`src/rtl/pkt_sw_pkg.sv`:
```
package pkt_sw_pkg;

    localparam int unsigned CHAR_DW = 8;

    typedef struct packed {
        logic               is_ctrl;
        logic [CHAR_DW-1:0] val;
    } sw_char_t;

    typedef enum logic [2:0] {
        CS_RESET,
        CS_IDLE,
        CS_TAKE_SRC,
        CS_TAKE_DST,
        CS_FORWARD
    } cs_e;

    // An address is unusable if it names no port or names the input it came from.
    function automatic logic dest_bad(input logic [CHAR_DW-1:0] addr,
                                      input int unsigned src,
                                      input int unsigned nports);
        return (32'(addr) >= nports) || (32'(addr) == src);
    endfunction

endpackage

```
`src/rtl/pkt_sw_rr_arb.sv`:
```
module pkt_sw_rr_arb #(
    parameter int unsigned NP = 3,
    parameter int unsigned IW = 2
) (
    input  logic          clk,
    input  logic          rst,
    input  logic [NP-1:0] req,
    input  logic          advance,
    output logic          any_req,
    output logic [IW-1:0] grant
);
    logic [IW-1:0] last_q;
    logic          found;

    always_comb begin
        grant = '0;
        found = 1'b0;
        for (int unsigned k = 1; k <= NP; k++) begin
            int unsigned cand;
            cand = (32'(last_q) + k) % NP;
            if (!found && req[cand]) begin
                grant = IW'(cand);
                found = 1'b1;
            end
        end
    end

    assign any_req = |req;

    always_ff @(posedge clk) begin
        if (rst) begin
            last_q <= IW'(NP - 1);
        end else if (advance) begin
            last_q <= grant;
        end
    end

    // the chosen port really is waiting
    assert_grant_waiting_R6: assert property (@(posedge clk) disable iff (rst)
        any_req |-> req[grant]);

endmodule

```
`src/rtl/pkt_sw_ctrl.sv`:
```
module pkt_sw_ctrl
    import pkt_sw_pkg::*;
#(
    parameter int unsigned NP = 3,
    parameter int unsigned IW = 2
) (
    input  logic          clk,
    input  logic          rst,
    input  logic          any_req,
    input  logic [IW-1:0] grant,
    input  logic          sel_empty,
    input  sw_char_t      sel_char,
    input  logic          end_seen,
    output logic          port_rst,
    output logic          arb_adv,
    output logic          hdr_del,
    output logic          fwd_en,
    output logic [IW-1:0] src_q,
    output logic [IW-1:0] dst_q,
    output logic          drop_q
);
    cs_e state_q, state_d;

    always_comb begin
        state_d = state_q;
        unique case (state_q)
            CS_RESET:    state_d = CS_IDLE;
            CS_IDLE:     if (any_req) state_d = CS_TAKE_SRC;
            CS_TAKE_SRC: state_d = CS_TAKE_DST;
            CS_TAKE_DST: if (!sel_empty) state_d = sel_char.is_ctrl ? CS_IDLE : CS_FORWARD;
            CS_FORWARD:  if (end_seen) state_d = CS_IDLE;
            default:     state_d = CS_IDLE;
        endcase
    end

    always_ff @(posedge clk) begin
        if (rst) begin
            state_q <= CS_RESET;
            src_q   <= '0;
            dst_q   <= '0;
            drop_q  <= 1'b0;
        end else begin
            state_q <= state_d;
            if (state_q == CS_TAKE_SRC) begin
                src_q <= grant;
            end
            if (state_q == CS_TAKE_DST && !sel_empty) begin
                dst_q  <= IW'(sel_char.val);
                drop_q <= dest_bad(sel_char.val, 32'(src_q), NP);
            end
        end
    end

    assign port_rst = (state_q == CS_RESET);
    assign arb_adv  = (state_q == CS_TAKE_SRC);
    assign hdr_del  = (state_q == CS_TAKE_DST);
    assign fwd_en   = (state_q == CS_FORWARD);

    // the edge right after a reset edge still shows the port reset
    assert_port_rst_after_reset_R1: assert property (@(posedge clk) disable iff (rst)
        $past(rst) |-> port_rst);

    // source register is frozen while a connection is open
    assert_src_stable_R5: assert property (@(posedge clk) disable iff (rst)
        (fwd_en && !end_seen) |=> $stable(src_q));

endmodule

```
`src/rtl/pkt_sw_xbar.sv`:
```
module pkt_sw_xbar
    import pkt_sw_pkg::*;
#(
    parameter int unsigned NP = 3,
    parameter int unsigned IW = 2
) (
    input  logic          clk,
    input  logic          rst,
    input  logic [NP-1:0] rx_empty,
    input  sw_char_t      rx_char [NP],
    input  logic [NP-1:0] tx_full,
    input  logic [IW-1:0] src,
    input  logic [IW-1:0] dst,
    input  logic          drop,
    input  logic          hdr_del,
    input  logic          fwd_en,
    output logic [NP-1:0] rx_rd,
    output logic [NP-1:0] tx_wr,
    output sw_char_t      out_char,
    output sw_char_t      sel_char,
    output logic          sel_empty,
    output logic          end_seen
);
    logic dst_room;
    logic move;
    logic pass;
    logic rd_any;

    assign sel_char  = rx_char[src];
    assign sel_empty = rx_empty[src];
    assign dst_room  = (32'(dst) < NP) ? !tx_full[dst] : 1'b0;

    assign move     = fwd_en && !sel_empty && (drop || dst_room);
    assign pass     = move && !drop;
    assign rd_any   = (hdr_del && !sel_empty) || move;
    assign end_seen = move && sel_char.is_ctrl;
    assign out_char = sel_char;

    for (genvar p = 0; p < NP; p++) begin : g_port
        assign rx_rd[p] = rd_any && (32'(src) == p);
        assign tx_wr[p] = pass && (32'(dst) == p);
    end

    assert_single_reader_R5: assert property (@(posedge clk) disable iff (rst)
        $onehot0(rx_rd));

    assert_single_writer_R5: assert property (@(posedge clk) disable iff (rst)
        $onehot0(tx_wr));

    assert_no_write_when_full_R4: assert property (@(posedge clk) disable iff (rst)
        (tx_wr & tx_full) == '0);

    assert_no_read_when_empty_R4: assert property (@(posedge clk) disable iff (rst)
        (rx_rd & rx_empty) == '0);

endmodule

```
`src/rtl/pkt_switch_core.sv`:
```
module pkt_switch_core
    import pkt_sw_pkg::*;
#(
    parameter int unsigned NUM_PORTS = 3
) (
    input  logic                                  clk,
    input  logic                                  rst,
    input  logic [NUM_PORTS-1:0]                  rx_empty_i,
    output logic [NUM_PORTS-1:0]                  rx_rd_o,
    input  logic [NUM_PORTS-1:0]                  rx_ctrl_i,
    input  logic [NUM_PORTS-1:0][CHAR_DW-1:0]     rx_data_i,
    input  logic [NUM_PORTS-1:0]                  tx_full_i,
    output logic [NUM_PORTS-1:0]                  tx_wr_o,
    output logic [NUM_PORTS-1:0]                  tx_ctrl_o,
    output logic [NUM_PORTS-1:0][CHAR_DW-1:0]     tx_data_o,
    output logic                                  port_rst_o
);
    localparam int unsigned IW = (NUM_PORTS > 1) ? $clog2(NUM_PORTS) : 1;

    sw_char_t      rx_char [NUM_PORTS];
    sw_char_t      out_char;
    sw_char_t      sel_char;
    logic          sel_empty;
    logic          end_seen;
    logic          any_req;
    logic [IW-1:0] grant;
    logic          arb_adv;
    logic          hdr_del;
    logic          fwd_en;
    logic [IW-1:0] src_q;
    logic [IW-1:0] dst_q;
    logic          drop_q;

    for (genvar p = 0; p < NUM_PORTS; p++) begin : g_io
        assign rx_char[p]   = '{is_ctrl: rx_ctrl_i[p], val: rx_data_i[p]};
        assign tx_ctrl_o[p] = out_char.is_ctrl;
        assign tx_data_o[p] = out_char.val;
    end

    pkt_sw_rr_arb #(.NP(NUM_PORTS), .IW(IW)) u_arb (
        .clk     (clk),
        .rst     (rst),
        .req     (~rx_empty_i),
        .advance (arb_adv),
        .any_req (any_req),
        .grant   (grant)
    );

    pkt_sw_ctrl #(.NP(NUM_PORTS), .IW(IW)) u_ctrl (
        .clk       (clk),
        .rst       (rst),
        .any_req   (any_req),
        .grant     (grant),
        .sel_empty (sel_empty),
        .sel_char  (sel_char),
        .end_seen  (end_seen),
        .port_rst  (port_rst_o),
        .arb_adv   (arb_adv),
        .hdr_del   (hdr_del),
        .fwd_en    (fwd_en),
        .src_q     (src_q),
        .dst_q     (dst_q),
        .drop_q    (drop_q)
    );

    pkt_sw_xbar #(.NP(NUM_PORTS), .IW(IW)) u_xbar (
        .clk       (clk),
        .rst       (rst),
        .rx_empty  (rx_empty_i),
        .rx_char   (rx_char),
        .tx_full   (tx_full_i),
        .src       (src_q),
        .dst       (dst_q),
        .drop      (drop_q),
        .hdr_del   (hdr_del),
        .fwd_en    (fwd_en),
        .rx_rd     (rx_rd_o),
        .tx_wr     (tx_wr_o),
        .out_char  (out_char),
        .sel_char  (sel_char),
        .sel_empty (sel_empty),
        .end_seen  (end_seen)
    );

    // every write is paired with a read in the same cycle
    assert_write_paired_R4: assert property (@(posedge clk) disable iff (rst)
        (|tx_wr_o) |-> (|rx_rd_o));

    // a discarded packet never reaches an output
    assert_drop_silent_R7: assert property (@(posedge clk) disable iff (rst)
        (fwd_en && drop_q) |-> (tx_wr_o == '0));

    // no traffic while the ports are held in reset
    assert_quiet_in_reset_R1: assert property (@(posedge clk) disable iff (rst)
        port_rst_o |-> (rx_rd_o == '0 && tx_wr_o == '0));

endmodule

```
`config.mk`:
```
export PLATFORM = sky130hd
export DESIGN_NAME = pkt_switch_core
export DESIGN_NICKNAME = d
export VERILOG_FILES = /design/src/rtl/pkt_sw_pkg.sv /design/src/rtl/pkt_sw_rr_arb.sv /design/src/rtl/pkt_sw_ctrl.sv /design/src/rtl/pkt_sw_xbar.sv /design/src/rtl/pkt_switch_core.sv
export SDC_FILE = /design/constraint.sdc
export NUM_CORES = 1
export LEC_CHECK = 0
export ABC_AREA = 1
export CAP_MARGIN = 30
export CORE_MARGIN = 10
export CORE_UTILIZATION = 25
export DETAILED_ROUTE_END_ITERATION = 7
export PLACE_DENSITY = 0.59
export SLEW_MARGIN = 15
export SYNTH_ARGS = -nofsm -noshare
export SYNTH_HDL_FRONTEND = slang
export SYNTH_SLANG_ARGS = --single-unit
export TNS_END_PERCENT = 20
```
`constraint.sdc`:
```
create_clock -name clk -period 5 [get_ports clk]
set_input_delay 0.5 -clock clk [delete_from_list [all_inputs] [get_ports clk]]
set_output_delay 0.5 -clock clk [all_outputs]
set_load 0.05 [all_outputs]
```
Yosys cells after proc, flatten, opt, wreduce, memory -nomap -nowiden

Cells that the tools add are included.

Bits in registers: 10
Bits of input ports: 35
Output and inout bits: 34
Word-level logic and storage cells: 83

Add/sub/neg operators: 3
Divide/modulo/power cells: 3
Magnitude comparators: 8
Equal/unequal tests: 12
Muxes and demuxes: 24
Bitwise logic cells: 2
Reductions and logical operators: 26

Operators with widths:

| kind                    | count |
|---|---|
| $lt A32 B3 Y1 const B   | 3 |
| $mod A32 B2 Y32 const B | 3 |
| $bmux W9 S2             | 1 |
| $mux W9                 | 2 |
| $logic_and A1 B1 Y1     | 13 |
| $mux W3                 | 4 |
| $pmux W3 S4             | 1 |
| $bmux W1 S2             | 5 |
| $eq A8 B2 Y1            | 1 |
| $ge A8 B2 Y1 const B    | 1 |
| $mux W1                 | 8 |
| $add A2 B2 Y3 const B   | 2 |
| $eq A3 B2 Y1 const B    | 2 |
| $lt A2 B3 Y1 const B    | 2 |
| $mux W2                 | 3 |
| $ne A2 B2 Y1 const B    | 3 |
| $logic_not A1 Y1        | 5 |
| $eq A2 B1 Y1 const B    | 2 |
| $eq A2 B2 Y1 const B    | 2 |
| $logic_not A2 Y1        | 2 |
| $add A2 B1 Y3 const B   | 1 |
| $eq A3 B1 Y1 const B    | 1 |
| $eq A3 B3 Y1 const B    | 1 |
| $ge A3 B3 Y1 const B    | 1 |
| 7 further kinds         | 9 |

Logic depth before layout (Yosys ltp)

Depth in word-level cells: 11
Depth in mapped cells: 12
Gate-level depth less buffers: 11

By module

From an unflattened synthesis, not the netlist that was laid out.

Cell total of the unflattened synthesis: 227
Area total of the unflattened synthesis: 1263.7 um^2

By module, submodules not included:

| module          | times used | cells an instance | area each (um^2) | sequential area each (um^2) |
|---|---|---|---|---|
| pkt_sw_ctrl     | 1          | 73                | 451.7            | 160.2 |
| pkt_sw_xbar     | 1          | 84                | 386.6            | 0.0 |
| pkt_sw_rr_arb   | 1          | 49                | 279.0            | 40.0 |
| pkt_switch_core | 1          | 21                | 146.4            | 0.0 |

Worst setup path after synthesis

No wires, ideal clock.

Path kind: flip-flop to output port
Start point: reg, netlist name u_arb.last_q[0]
End point: out tx_wr_o[1]
Data arrival time: 1704 ps
Required time: 4500 ps
Setup slack: 2796 ps
Stages on the path, launching flop included: 10
Path buffers: 1
Path through: dfxtp_1 -> buf_6 -> inv_6 -> nand3_2 -> nand3_4 -> nor2_4 -> nand2_1 -> inv_2 -> nand2_2 -> nor2_1

RTL lines:

| item             | RTL line              | source |
|---|---|---|
| end: declaration | pkt_switch_core.sv:13 | `output logic [NUM_PORTS-1:0] tx_wr_o,` |

==> results.yml <==
synthesis:
  synthesis.nets: 242
  synth_top_family_by_area: "simple AND/OR/NAND/NOR gates"
  synth-simple-area-share: 0.5411
  synthAdderAreaFrac: 0.02904
  syn_area_um2: 1292
  synth-async-reset-ratio: 0
  yosysMostFrequentCell: "nand2_1"
  syn_inst: 204
  synth_area_leaders: "nand2_1 (15%), dfxtp_1 (14%), buf_4 (10%)"
  muxShareOfSynthArea: 0
  synth_top_area_frac: 0.1481
  avgSynthCellArea_um2: 6.336
  yosysTopAreaCell: "nand2_1"
  ys_top_cells_by_count: "nand2_1 (51), nand3_1 (25), inv_1 (23)"
  synth_cell_types: 29
  yosysSeqAreaShare: 0.1394
  synth-seq-cells: 9
  synthXorXnorAreaFrac: 0
  synth_edf_count: 0
  synth_compound_area_frac: 0.07841
  yosysWarnings: 0
  synth-main-ff-cell: "dfxtp_1"
timing:
  setup_viol: 0
  fin_skew_ps: 1.625
  hold_violations: 0
  finalCritPeriodShare: 0.6251
  rsz0062_at_grt: "no"
  worst_pin_slew_ps: 697.7
  drv_slew: 0
  worst_slack_ps: 1875
  max_freq_mhz: 320.0
  slew_headroom: 0.5342
  min_period_ps: 3125
  setup_tns_ps: 0
floorplan:
  initial_core_util: 0.2547
  placementRows: 26
  die_x_um: 91.90
  dieArea_um2: 8446
  boundaryPins: 69
  core_um2: 5075
  die_y_um: 91.90
routing:
  drc: 0
  first_pass_iters: 4
  wl_per_cell_um: 12.41
  vias: 1401
  drt_iter0_drc: 54
  drt-total-wl_mm: 4.047
  drtAntennaViolNets: 0
  via_per_inst: 4.298
placed_design:
  gp_congestion: 0.7716
  hpwl_mm: 3.391
  dpl_worst_slack_ps: 1913
  io_buffers: 68
worst_setup_path:
  endpoint_kind: "output pin"
  arrival_ps: 2630
  r2r_cells: 11
  critPathRequiredTime_ps: 4500
  start_kind: "flop"
  r2r_setup_slack_ps: 2800
  r2r_start: "u_arb.last_q[0]$_SDFFE_PP0N_"
  crit_type: "flop to output pin"
  reg2reg_to: "u_ctrl.src_q[1]$_SDFFE_PP0N_"
  crit_start: "u_arb.last_q[0]$_SDFFE_PP0N_"
  critical_path.max_fanout: 10
clock_tree:
  clkTransAtPathRegs_ps: 40
  clock-sinks: 9
  postCtsHoldBufs: 0
  clk_latency_ps: 230
  cts_root_buf: "clkbuf_8"
  cts_buffers: 3
  cts_tree: "yes"
  post_cts_resized: 0
  post_cts_buffers: 0
  cts_max_level: 1
  cts.path.max_buffers: 2
cells_and_area:
  antenna_cells: 0
  final_layout_size_suffix_gt1_frac: 0.1289
  nets: 295
  n_fill_cell: 574
  area_growth_pct: 50.73
grt:
  grt_pass1_vias: 1520
  grt_start_max_net_pins: 11
  overflow: 0
  grt_antenna_before_repair: 0
  grt_pass1_wl_mm: 6.975
  track_usage: 0.09905
pwr:
  vdd_drop_max_mv: 0.1644
  leakage_nw: 0.8470
  power_density_nw_per_um2: 310.8
outcome:
  status: "complete, no violations"
worst_hold_path:
  min_from: "u_ctrl.drop_q$_SDFFE_PP0P_"
  hold_depth: 2
  min_to: "u_ctrl.drop_q$_SDFFE_PP0P_"
  hp-class: "flop to flop"
run:
  maxCapViolCount: 0
worst max path at each step:
stage | endpoint | slack, ps | cells after the start
floorplan | tx_wr_o[1] | 2800 | 9
global placement | rx_rd_o[1] | 1960 | 9
detailed placement | rx_rd_o[1] | 1910 | 7
CTS | rx_rd_o[1] | 1830 | 7
global route | tx_wr_o[0] | 1700 | 9
finish | rx_rd_o[2] | 1870 | 7
flip-flops by register name, indices dropped and copies added, names as in the netlist:
| register | flops |
|---|---|
| u_arb.last_q | 2 |
| u_ctrl.drop_q | 1 |
| u_ctrl.src_q | 1 |
| u_ctrl.state_q | 3 |
| u_ctrl.dst_q | 2 |
cells by family (layout without fill, tap and decap cells):
family / Yosys count / count (layout)
AOI/OAI and AO/OA: 17 / 17
adders and majority gates: 3 / 3
buffers and inverters: 49 / 101
DFF: 9 / 9
and+or+nand+nor: 126 / 126
cell usage in the layout (no fill, tap or decap), drive strengths merged:
| cell | Yosys | final |
|---|---|---|
| nor2 | 26 | 26 |
| ha | 3 | 3 |
| inv | 29 | 29 |
| o21ai | 8 | 8 |
| nand2 | 58 | 58 |
| a31oi | 1 | 1 |
| dfxtp | 9 | 9 |
| a21oi | 5 | 5 |
| a21o | 1 | 1 |
| o211ai | 2 | 2 |
| nand3 | 32 | 32 |
| clkbuf | 0 | 4 |
| clkdlybuf4s50 | 0 | 68 |
| nor3 | 7 | 7 |
| nand4 | 3 | 3 |
critical path, stage by stage (launching register included):
cell and delay [ps]:
dfxtp_1 760, nor2_8 150, nand2_4 100, nand3_4 100, nor3_4 230, nor2_1 140
nor2_1 100, clkdlybuf4s50_1 810
area by class of cell:
type | count | area (µm²) | area share
Clock buffer | 4 | 45.04 | 0.02312
Timing Repair Buffer | 68 | 680.7 | 0.3494
Tap cell | 70 | 87.58 | 0.04496
Inverter | 29 | 116.4 | 0.05973
Sequential cell | 9 | 180.2 | 0.09249
Multi-Input combinational cell | 146 | 838.3 | 0.4303
where the power goes:
group / switching, mW / internal, mW / total (mW)
Combinational: 0.281 / 0.145 / 0.426
Clock: 0.0278 / 0.0555 / 0.0833
Sequential: 0.0162 / 0.0800 / 0.0962
per-layer routing:
metal  global-route usage  wire, µm  vias to the layer above
li1                     -         -                      748
met2               0.1606      1841                       57
met3              0.06357       543                        2
met4              0.02699        29                        0
met1               0.1045      1632                      594
met5                    0         0                        -
stage by stage:
stage | cell area (µm²) | power, mW | std cells | hold WS (ps) | utilization
final | 1948 | 0.6056 | 326 | 531.7 | 0.3839
after global routing | 1948 | 0.6525 | 326 | 583.4 | 0.3839
after CTS | 1948 | 0.6166 | 326 | 534.7 | 0.3839
after detailed placement | 1903 | 0.5266 | 322 | 520.1 | 0.3750
after global placement | 1903 | 0.5262 | 322 | 523.5 | 0.3750
after floorplan | 1292 | 0.4221 | 204 | 494.1 | -
(Power assumes the default switching activity.)
